**src/rtl/hpg_pkg.sv**
```systemverilog
package hpg_pkg;
  typedef enum logic {
    MODE_PARALLEL = 1'b0,
    MODE_GPIO     = 1'b1
  } port_mode_e;

  function automatic logic [7:0] merge_pins(input logic [7:0] held,
                                            input logic [7:0] pins,
                                            input logic [7:0] dir);
    return (held & dir) | (pins & ~dir);
  endfunction
endpackage

```
**src/rtl/hpg_sync.sv**
```systemverilog
module hpg_sync #(
  parameter int W = 1,
  parameter logic [W-1:0] RST_VAL = '0
) (
  input  logic         clk,
  input  logic         rst,
  input  logic [W-1:0] d,
  output logic [W-1:0] q,
  output logic [W-1:0] q_d
);
  logic [W-1:0] meta;

  always_ff @(posedge clk) begin
    if (rst) begin
      meta <= RST_VAL;
      q    <= RST_VAL;
      q_d  <= RST_VAL;
    end else begin
      meta <= d;
      q    <= meta;
      q_d  <= q;
    end
  end
endmodule

```
**src/rtl/hpg_regs.sv**
```systemverilog
module hpg_regs #(
  parameter int DW = 8,
  parameter int AW = 8,
  parameter int NREG = 16,
  parameter logic [AW-1:0] GPIO_ADDR = 8'h0A,
  parameter logic [AW-1:0] DIR_ADDR  = 8'h0B,
  parameter logic [AW-1:0] ID_ADDR   = 8'h0F,
  parameter logic [DW-1:0] ID_VAL    = 8'h04
) (
  input  logic          clk,
  input  logic          rst,
  input  logic          we,
  input  logic [AW-1:0] addr,
  input  logic [DW-1:0] wdata,
  input  logic          touch,
  input  logic          merge_en,
  input  logic [DW-1:0] pins,
  output logic [DW-1:0] rdata,
  output logic [DW-1:0] dir_q,
  output logic [DW-1:0] gpio_q
);
  localparam int IDXW = $clog2(NREG);
  localparam logic [AW-1:0] NREG_A = AW'(NREG);

  logic [DW-1:0] mem [NREG];
  logic          in_file;
  logic [DW-1:0] merged;

  assign in_file = (addr < NREG_A);
  assign merged  = (dir_q & gpio_q) | (pins & ~dir_q);

  always_ff @(posedge clk) begin
    if (rst) begin
      for (int i = 0; i < NREG; i++) mem[i] <= '0;
      dir_q  <= '0;
      gpio_q <= '0;
    end else if (we) begin
      if (addr == DIR_ADDR) begin
        dir_q <= wdata;
      end else if (addr == GPIO_ADDR) begin
        gpio_q <= touch ? ((wdata & dir_q) | (pins & ~dir_q)) : wdata;
      end else if (addr != ID_ADDR && in_file) begin
        mem[addr[IDXW-1:0]] <= wdata;
      end
    end else if (touch) begin
      gpio_q <= merged;
    end
  end

  always_comb begin
    if (addr == ID_ADDR)        rdata = ID_VAL;
    else if (addr == DIR_ADDR)  rdata = dir_q;
    else if (addr == GPIO_ADDR) rdata = merge_en ? merged : gpio_q;
    else if (in_file)           rdata = mem[addr[IDXW-1:0]];
    else                        rdata = '0;
  end
endmodule

```
**src/rtl/hostport_gpio.sv**
```systemverilog
module hostport_gpio
  import hpg_pkg::*;
#(
  parameter int DW = 8,
  parameter int AW = 8,
  parameter int NREG = 16,
  parameter logic [AW-1:0] GPIO_ADDR = 8'h0A,
  parameter logic [AW-1:0] DIR_ADDR  = 8'h0B,
  parameter logic [AW-1:0] ID_ADDR   = 8'h0F,
  parameter logic [DW-1:0] ID_VAL    = 8'h04
) (
  input  logic          clk,
  input  logic          rst,
  input  logic          rd_n,
  input  logic          wr_n,
  input  logic          ae_n,
  input  logic [DW-1:0] bus_in,
  output logic [DW-1:0] bus_out,
  output logic [DW-1:0] bus_oe,
  input  logic          ser_we,
  input  logic          ser_re,
  input  logic [AW-1:0] ser_addr,
  input  logic [DW-1:0] ser_wdata,
  output logic [DW-1:0] ser_rdata
);
  port_mode_e    mode_q;
  logic          ser_mode;
  logic [2:0]    strb_s, strb_d;
  logic          rd_s, wr_s, ae_s, wr_d, ae_d;
  logic [DW-1:0] dat_s, dat_d;
  logic [AW-1:0] ptr_q;
  logic          wr_rise, rd_cyc;
  logic          rf_we, rf_touch;
  logic [AW-1:0] rf_addr;
  logic [DW-1:0] rf_wdata, rf_rdata, dir_q, gpio_q;

  hpg_sync #(.W(3), .RST_VAL(3'b111)) u_strb_sync (
    .clk(clk), .rst(rst), .d({rd_n, wr_n, ae_n}), .q(strb_s), .q_d(strb_d)
  );

  hpg_sync #(.W(DW), .RST_VAL('0)) u_data_sync (
    .clk(clk), .rst(rst), .d(bus_in), .q(dat_s), .q_d(dat_d)
  );

  assign {rd_s, wr_s, ae_s} = strb_s;
  assign wr_d = strb_d[1];
  assign ae_d = strb_d[0];

  always_ff @(posedge clk) begin
    if (rst) mode_q <= (!rd_n && !wr_n) ? MODE_GPIO : MODE_PARALLEL;
  end
  assign ser_mode = (mode_q == MODE_GPIO);

  assign wr_rise = !ser_mode && wr_s && !wr_d;
  assign rd_cyc  = !ser_mode && !rd_s && ae_s;

  always_ff @(posedge clk) begin
    if (rst)                  ptr_q <= '0;
    else if (wr_rise && !ae_d) ptr_q <= AW'(dat_d);
  end

  assign rf_we    = ser_mode ? ser_we : (wr_rise && ae_d);
  assign rf_addr  = ser_mode ? ser_addr : ptr_q;
  assign rf_wdata = ser_mode ? ser_wdata : dat_d;
  assign rf_touch = ser_mode && (ser_we || ser_re) && (ser_addr == GPIO_ADDR);

  hpg_regs #(
    .DW(DW), .AW(AW), .NREG(NREG), .GPIO_ADDR(GPIO_ADDR),
    .DIR_ADDR(DIR_ADDR), .ID_ADDR(ID_ADDR), .ID_VAL(ID_VAL)
  ) u_regs (
    .clk(clk), .rst(rst), .we(rf_we), .addr(rf_addr), .wdata(rf_wdata),
    .touch(rf_touch), .merge_en(ser_mode), .pins(dat_s),
    .rdata(rf_rdata), .dir_q(dir_q), .gpio_q(gpio_q)
  );

  always_ff @(posedge clk) begin
    if (rst) begin
      bus_out   <= '0;
      bus_oe    <= '0;
      ser_rdata <= '0;
    end else if (ser_mode) begin
      bus_out <= gpio_q;
      bus_oe  <= dir_q;
      if (ser_re) ser_rdata <= rf_rdata;
    end else begin
      bus_oe  <= rd_cyc ? '1 : '0;
      bus_out <= rd_cyc ? rf_rdata : '0;
    end
  end
endmodule

```
**config.mk**
```make
export PLATFORM = sky130hd
export DESIGN_NAME = hostport_gpio
export DESIGN_NICKNAME = d
export VERILOG_FILES = /design/src/rtl/hpg_pkg.sv /design/src/rtl/hpg_sync.sv /design/src/rtl/hpg_regs.sv /design/src/rtl/hostport_gpio.sv
export SDC_FILE = /design/constraint.sdc
export NUM_CORES = 1
export LEC_CHECK = 0
export BUFFER_PORTS_ARGS = -buffer_cell sky130_fd_sc_hd__clkbuf_2
export CORE_MARGIN = 3
export CORE_UTILIZATION = 55
export CTS_BUF_LIST = sky130_fd_sc_hd__clkbuf_16
export DETAILED_ROUTE_END_ITERATION = 10
export PLACE_DENSITY = 0.73
export RECOVER_POWER = 25
export SLEW_MARGIN = 20
export SYNTH_ARGS = -nofsm -noshare
export SYNTH_HDL_FRONTEND = slang
export SYNTH_HIERARCHICAL = 1
export SYNTH_SLANG_ARGS = --single-unit
```
**constraint.sdc**
```tcl
create_clock -name clk -period 4.4 [get_ports clk]
set_input_delay 0 -clock clk [delete_from_list [all_inputs] [get_ports clk]]
set_output_delay 0 -clock clk [all_outputs]
set_load 0.005 [all_outputs]
```
* Word level (Yosys, flattened, before mapping)
Memories as Yosys holds them, arrays and structs flattened.
Index checks and enable logic that the tools add are counted.
** Storage, ports and cells
- Bits in registers :: 81
- Memory bits (writable) :: 128
- Bits of input ports :: 31
- Output and inout bits :: 24
- Word-level logic and storage cells :: 79
- Memories kept :: 1
** Memories
- u_regs.mem :: words 16, bits a word 8, read ports 1, clocked after Yosys merged registers in 0, write ports 16, RTL line hpg_regs.sv:25 : logic [DW-1:0] mem [NREG];
** Cells by class
- Order comparisons :: 1
- Equality and inequality tests :: 7
- Muxes and demuxes :: 29
- Bitwise gates (word level) :: 6
- Reductions and logical operators :: 22
** Operator list (count)
- 2-to-1 mux 8 bit :: 17
- == test 8 x 4 -> 1 bit, second input constant :: 4
- bitwise AND 8 bit :: 3
- bitwise OR 8 bit :: 2
- 2-to-1 mux 1 bit :: 11
- logical AND 1 bit :: 10
- < comparator 8 x 5 -> 1 bit, second input constant :: 1
- != test 8 x 4 -> 1 bit, second input constant :: 1
- NOT 8 bit :: 1
- OR reduction 8 bit :: 1
- logical NOT 1 bit :: 6
- 2-to-1 mux 4 bit :: 1
- AND reduction 2 bit :: 2
- AND reduction 3 bit :: 1
- != test 2 x 1 -> 1 bit, second input constant :: 1
- != test 2 bit, second input constant :: 1
- nonzero test 2 bit :: 1
- logical OR 1 bit :: 1

* Logic depth before layout (Yosys ltp)
Gate-level depths: netlist of the first run.
- Word-level depth :: 11
- Depth in mapped cells :: 12
- Mapped depth without buffers :: 7

* Cells and area by module
Netlist of the first run, hierarchy kept.
** Modules (own cells, without submodules)
- hpg_regs :: instances 1, cells each 535, area each 6628.9 um^2, seq. area each 3923.8 um^2
- hostport_gpio :: instances 1, cells each 161, area each 1596.5 um^2, seq. area each 670.6 um^2
- hpg_sync at u_data_sync :: instances 1, cells each 50, area each 693.2 um^2, seq. area each 480.5 um^2
- hpg_sync at u_strb_sync :: instances 1, cells each 18, area each 236.5 um^2, seq. area each 180.2 um^2

* Least setup slack after synthesis of the first run
Ideal clock, no wire load.
- Path kind :: reg2reg
- Start :: register mode_q
- End :: memory u_regs.mem[8][0], enable pin
- Setup time :: 0.387 ns
- Arrival time :: 2.817 ns
- Data required time :: 4.013 ns
- Path slack :: 1.197 ns
- Cell stages (with the launch flop) :: 9
- Path buffers :: 3
- Clock period less this slack :: 3.203 ns
- Cells stage by stage :: edfxtp_1 > buf_6 > buf_2 > mux2_2 > nor4_4 > nand3_2 > or3_1 > buf_2 > o31ai_1
** RTL lines
- start, declared :: RTL line hostport_gpio.sv:26 : port_mode_e mode_q;
- start signal, assigned :: RTL line hostport_gpio.sv:50 : if (rst) mode_q <= (!rd_n && !wr_n) ? MODE_GPIO : MODE_PARALLEL;
- end, declared :: RTL line hpg_regs.sv:25

* Final worst setup path of the first run
- Start :: register mode_q
- End :: register u_regs.gpio_q[1]
** On the way
- Elaborated cells between the ends (all ways) :: 21
- Classes of those cells :: eq/ne: 4; mux: 7; bitwise: 2; reduce/logical: 8
** RTL lines
- 2-to-1 mux 8 bit (*) :: RTL line hostport_gpio.sv:63 : assign rf_addr = ser_mode ? ser_addr : ptr_q;
- net rf_addr[1] :: RTL line hostport_gpio.sv:34 : logic [AW-1:0] rf_addr;
- == test 8 x 4 -> 1 bit (on tied branches) :: RTL line hpg_regs.sv:38, hpg_regs.sv:40
- != test 2 bit (no source line) / != test 2 x 1 -> 1 bit (equally long branches)
- AND reduction 3 bit (no source line) (*)
- end signal, assigned :: RTL line hpg_regs.sv:41 : gpio_q <= touch ? ((wdata & dir_q) | (pins & ~dir_q)) : wdata;
- end signal, assigned :: RTL line hpg_regs.sv:46 : gpio_q <= merged;
- end, declared :: RTL line hpg_regs.sv:20 : output logic [DW-1:0] gpio_q
The timed path passes the listed nets; every way through them passes the cells marked *. The select of a mux whose other input is x is not followed.
A chain may end at the register's enable or synchronous reset.

==> flow_summary.ini, run 1 <==
[critical_path]
cp.required_ns = 4.78
crit_arrival_ns = 3.87
worstPathCellList = buf_12 > mux2_2 > nor4bb_1 > a31o_2 > o2111ai_1 > o211a_1
path_buf_inv = 1
rrSetupSlack_ns = 0.91
rr_endpoint = u_regs/gpio_q[1]
worstRegToRegCells = 6
crit_family = simple AND/OR/NAND/NOR gates
r2r_start = mode_q
startpoint_type = flip-flop
end_kind = flip-flop
slowest_delay_ns = 1.04
critical_path.max_fanout = 61
crit_slowest_cell = nor4bb_1
criticalPathCategory = reg2reg

[yosys]
syn-cell-area_um2 = 9130
synth.avg_cell_area_um2 = 12.0
post_synth_inst_count = 762
ys_warn_count = 6

[routing]
ant_nets = 0
vias_per_cell = 5.87
num_vias = 6258
drt_iter0_drc = 606
drt-total-wl_um = 22800
dr.pass1.iters = 7
drc_errors = 0
wl_per_cell_um = 21.4

[cells_and_area]
area_growth_syn_to_layout_pct = 14.1
drive_gt1_share_pct = 20.8
multi_input_area_um2 = 3620
nFillCells = 1249
fin_cells = 1067
antenna_cells = 0
nNetsFinal = 868
regArea_um2 = 5240

[outcome]
violations = max-capacitance violations, max-slew violations
outcome = finished with violations

[timing]
hold_viol = 0
tightestPinTransition_ns = 1.73
rsz0062_at_grt = false
max_freq_mhz = 287
maxSlewViolCount = 90
min_period_over_period_pct = 79.3
final-setup-viol-count = 0
finalSetupTns_ns = 0
slew_headroom_pct = -15.1
fin_crit_ns = 3.49
worst_clock_skew_ns = 0.0101

[power]
vdd_drop_max_v = 0.000351
p_comb_share_pct = 8.9
seqPwrFrac_pct = 50.4
p_leak_uw = 0.00374
internal_power_uw = 3190
power_switching_uw = 944
p_per_area_nw_per_um2 = 397
clkPwrFrac_pct = 40.7
power_switching_share_pct = 22.9

[global_routing]
grt_pass1_vias = 6119
track_usage_pct = 25.2
antenna_found_initial = 0
grt_start_max_net_pins = 90
grt-ovfl-total = 0
grt_pass1_wl_um = 35000

[clocking]
htreeDepth = 1
insertion_delay_ns = 0.50
clock-sinks = 201
cts_buffers = 21
path_clk_slew_ns = 0.06
clk_path_buf_depth = 3
cts-root-buf = clkbuf_16
cts_tree = yes
cts_resized = 0

[die]
die_area_um2 = 18200
start_util_pct = 56.8
row_count = 46
die_h_um = 135
ioPinCount = 55
die_x_um = 135
coreArea_um2 = 16100

[placed_design]
gp_congestion = 0.929
dpl.cell_count = 1009
dpl.hpwl_um = 15500
port_buffers = 54

[flow_run]
drv_cap = 1

[hold_path]
hold_depth = 3
hold_path.class = in2reg
worstHoldStart = ser_re
worst_hold_path.endpoint = ser_rdata[5]
## power by group through the flow
stage / clock network [uW] / registers, uW / logic (uW)
finish: 1680 / 2080 / 369
global route: 1790 / 2080 / 394
CTS: 1710 / 2080 / 363
detailed placement: 0 / 2120 / 346
global placement: 0 / 2120 / 337
floorplan: 0 / 2110 / 242
## flip-flops by register name (all words and copies together), names as in the netlist
| signal | cells |
|---|---|
| u_data_sync/q | 8 |
| u_data_sync/meta | 8 |
| bus_oe | 8 |
| ptr_q | 8 |
| u_data_sync/q_d | 8 |
| mode_q | 1 |
| u_regs/mem | 120 |
| u_strb_sync/q | 3 |
| ser_rdata | 8 |
| u_strb_sync/q_d | 2 |
| u_regs/gpio_q | 8 |
| u_strb_sync/meta | 3 |
| u_regs/dir_q | 8 |
| bus_out | 8 |
## cell usage in the layout (no fill, tap or decap), drive strengths merged, types with 2 or more instances in the layout
master and instances:
or3 6, nand3b 4, o2111ai 5, nor4b 4
nor2 83, nor3 3, buf 16, clkbuf 78
inv 20, mux4 17, edfxtp 121, o211ai 2
or3b 2, nand2 55, a21oi 17, mux2 21
nand2b 39, and2 40, o31ai 10, conb 16
nand3 16, o211a 3, a21bo 8, nor2b 35
dlygate4sd3 21, dfxtp 80, or2 14, a31oi 12
mux2i 40, and2b 4, o21ai 9, a21o 6
a211oi 5, o32ai 5, o22ai 19
## cell type report
type	count	area share (%)
Clock inverter	14	0.805
Tap cell	216	2.60
Timing Repair Buffer	92	5.78
Sequential cell	201	50.3
Clock buffer	23	5.53
Inverter	7	0.252
Multi-Input combinational cell	514	34.8
## layer usage
metal | GRT usage [%] | vias up | part of all wire, %
met5 | 0 | - | 0
li1 | - | 2866 | -
met4 | 9.22 | 0 | 4.1
met1 | 34.9 | 3030 | 40
met3 | 5.81 | 63 | 8.7
met2 | 39.3 | 299 | 47
## worst min-delay path, cell delays in order
cell      delay, ns
clkbuf_2       0.27
nand3_1        0.17
a21oi_1        0.06
## per-stage QoR
stage,hold WS [ns],util [%],total power (uW),setup slack (ns),cell area [um2]
2_1_floorplan,0.0971,-,2350,1.20,9190
3_3_place_gp,0.178,59.5,2450,1.14,9560
3_5_place_dp,0.182,59.6,2460,1.02,9570
4_1_cts,0.0242,65.0,4150,1.00,10400
5_1_grt,0.0754,64.9,4270,0.780,10400
6_report,0.0560,64.9,4130,0.911,10400
## timing repair
action	4_1_cts	5_1_grt
setup buffers	0	0
hold buffers	21	0
hold endpoints to repair	25	0
## how the worst max path moves through the flow
stage	from	endpoint	slack, ns	cells after the start
after floorplan	mode_q	u_regs/mem[8][0]	1.20	8
after global placement	mode_q	u_regs/gpio_q[1]	1.14	6
after detailed placement	mode_q	u_regs/gpio_q[1]	1.02	6
after CTS	mode_q	u_regs/gpio_q[1]	1.00	6
after global routing	mode_q	u_regs/gpio_q[1]	0.78	6
final	mode_q	u_regs/gpio_q[1]	0.91	6
No activity file was read; power rests on OpenSTA's default activity.
==> inputs of run 2 (changes only) <==
- PLACE_DENSITY: 0.73 -> 0.76
- clock period: 4.4 -> 3.2 ns (I/O delays scaled with it)
==> run 2 against run 1 <==
Compared with the run above:
- the flow still finishes with violations (max-capacitance violations, max-slew violations)
- first-iteration DRC count is 14% higher
- final area rose by 0.78%
- clock power up 37%
- via count up 1.4%
- sequential cell count stayed put
- largest cell class unchanged
==> flow_summary.ini, run 2 (synthesis gave the netlist of run 1 again) <==
[routing]
wl_per_cell_um = 21.3
drc_errors = 0
vias_per_cell = 5.88
dr.pass1.iters = 5
ant_nets = 0
drt-total-wl_um = 23000
num_vias = 6343
drt_iter0_drc = 689

[timing]
tightestPinTransition_ns = 1.76
min_period_over_period_pct = 94.0
hold_viol = 0
slew_headroom_pct = -17.6
fin_crit_ns = 3.01
finalSetupTns_ns = 0
max_freq_mhz = 332
worst_clock_skew_ns = 0.00891
final-setup-viol-count = 0
rsz0062_at_grt = false
maxSlewViolCount = 91

[placed_design]
dpl.hpwl_um = 16000
place_area_um2 = 9650
port_buffers = 54
gp_congestion = 0.953

[critical_path]
startpoint_type = flip-flop
criticalPathCategory = reg2reg
critical_path.max_fanout = 26
cp.required_ns = 3.59
crit_arrival_ns = 3.40
end_kind = flip-flop

[global_routing]
grt_pass1_wl_um = 35100
grt_start_max_net_pins = 91
grt-ovfl-total = 0
track_usage_pct = 25.4
grt_pass1_vias = 6219
antenna_found_initial = 0

[outcome]
violations = max-capacitance violations, max-slew violations
outcome = finished with violations

[power]
p_leak_uw = 0.00377
power_switching_uw = 1310
p_comb_share_pct = 9.1
p_per_area_nw_per_um2 = 541
power_switching_share_pct = 23.1
total_power_uw = 5670
seqPwrFrac_pct = 50.4
internal_power_uw = 4360
vdd_drop_max_v = 0.000470
clkPwrFrac_pct = 40.5

[clocking]
htreeDepth = 1
clock-sinks = 201
clk_path_buf_depth = 3
cts_buffers = 21
insertion_delay_ns = 0.50
cts_tree = yes
path_clk_slew_ns = 0.06
cts-root-buf = clkbuf_16
cts_resized = 0

[die]
die_x_um = 135
ioPinCount = 55
start_util_pct = 56.8
die_h_um = 135
die_area_um2 = 18200
coreArea_um2 = 16100
row_count = 46

[cells_and_area]
final_cell_mix = edfxtp_1 (121), dfxtp_1 (80), nor2_1 (72)
design_area_um2 = 10500
regMostFlops = u_regs/mem
nNetsFinal = 879
drive_gt1_share_pct = 22.5
final_common_cell = edfxtp_1
area_growth_syn_to_layout_pct = 15.0
largest_register_ffs = 120
antenna_cells = 0

[flow_run]
drv_cap = 1

[hold_path]
hold_path.class = in2reg
==> run 2: critical path, stage by stage (launching register included) <==
cell	delay [ns]
edfxtp_1	0.46
buf_4	0.19
mux2_2	0.47
buf_12	0.22
nor2_2	0.30
a22oi_1	0.17
o221a_2	0.31
a31oi_1	0.39
nand3_1	0.20
a21oi_1	0.18
==> run 2: layout make-up <==
type	instances	area, um2
inverter	7	26.3
clock buffer	24	601
tap	216	270
timing repair buffer	103	678
fill	1200	5560
multi-input combinational	514	3620
clock inverter	14	65.1
sequential	201	5240
==> run 2: power by group through the flow <==
stage,Sequential [uW],Combinational (uW),Clock (uW)
after floorplan,2900,333,0
after global placement,2910,477,0
after detailed placement,2910,487,0
after CTS,2860,507,2340
after global routing,2860,551,2450
final,2860,519,2300
==> run 2: per-stage QoR <==
| stage | worst slack, ns | util (%) | cells | hold WS (ns) |
|---|---|---|---|---|
| floorplan | 0.00531 | - | 777 | 0.0971 |
| global route | 0.0138 | 65.4 | 1079 | 0.138 |
| global placement | 0.305 | 60.1 | 1021 | 0.186 |
| CTS | 0.142 | 65.5 | 1078 | 0.102 |
| detailed placement | 0.162 | 60.1 | 1021 | 0.187 |
| finish | 0.191 | 65.4 | 1079 | 0.144 |
==> run 2: timing repair <==
| action | 4_1_cts | 5_1_grt |
|---|---|---|
| hold buffers | 19 | 0 |
| setup endpoints to repair | 0 | 30 |
| setup buffers | 0 | 1 |
| hold endpoints to repair | 28 | 0 |
==> run 2: final timing paths <==
kind / startpoint / endpoint / slack, ns / cells past startpoint
worst max-delay path: mode_q / ser_rdata[2] / 0.19 / 9
worst min register to register: u_strb_sync/meta[0] / u_strb_sync/q[0] / 0.41 / 1
worst min-delay path: ser_wdata[2] / u_regs/dir_q[2] / 0.14 / 4
worst max register to register: mode_q / ser_rdata[2] / 0.19 / 9
==> run 2: routing by layer <==
| metal | vias to the layer above | GRT usage (%) | share of wire (%) |
|---|---|---|---|
| li1 | 2896 | - | - |
| met1 | 3054 | 34.5 | 41 |
| met2 | 322 | 40.9 | 47 |
| met3 | 71 | 4.25 | 7.4 |
| met4 | 0 | 10.4 | 4.2 |
| met5 | - | 0 | 0 |
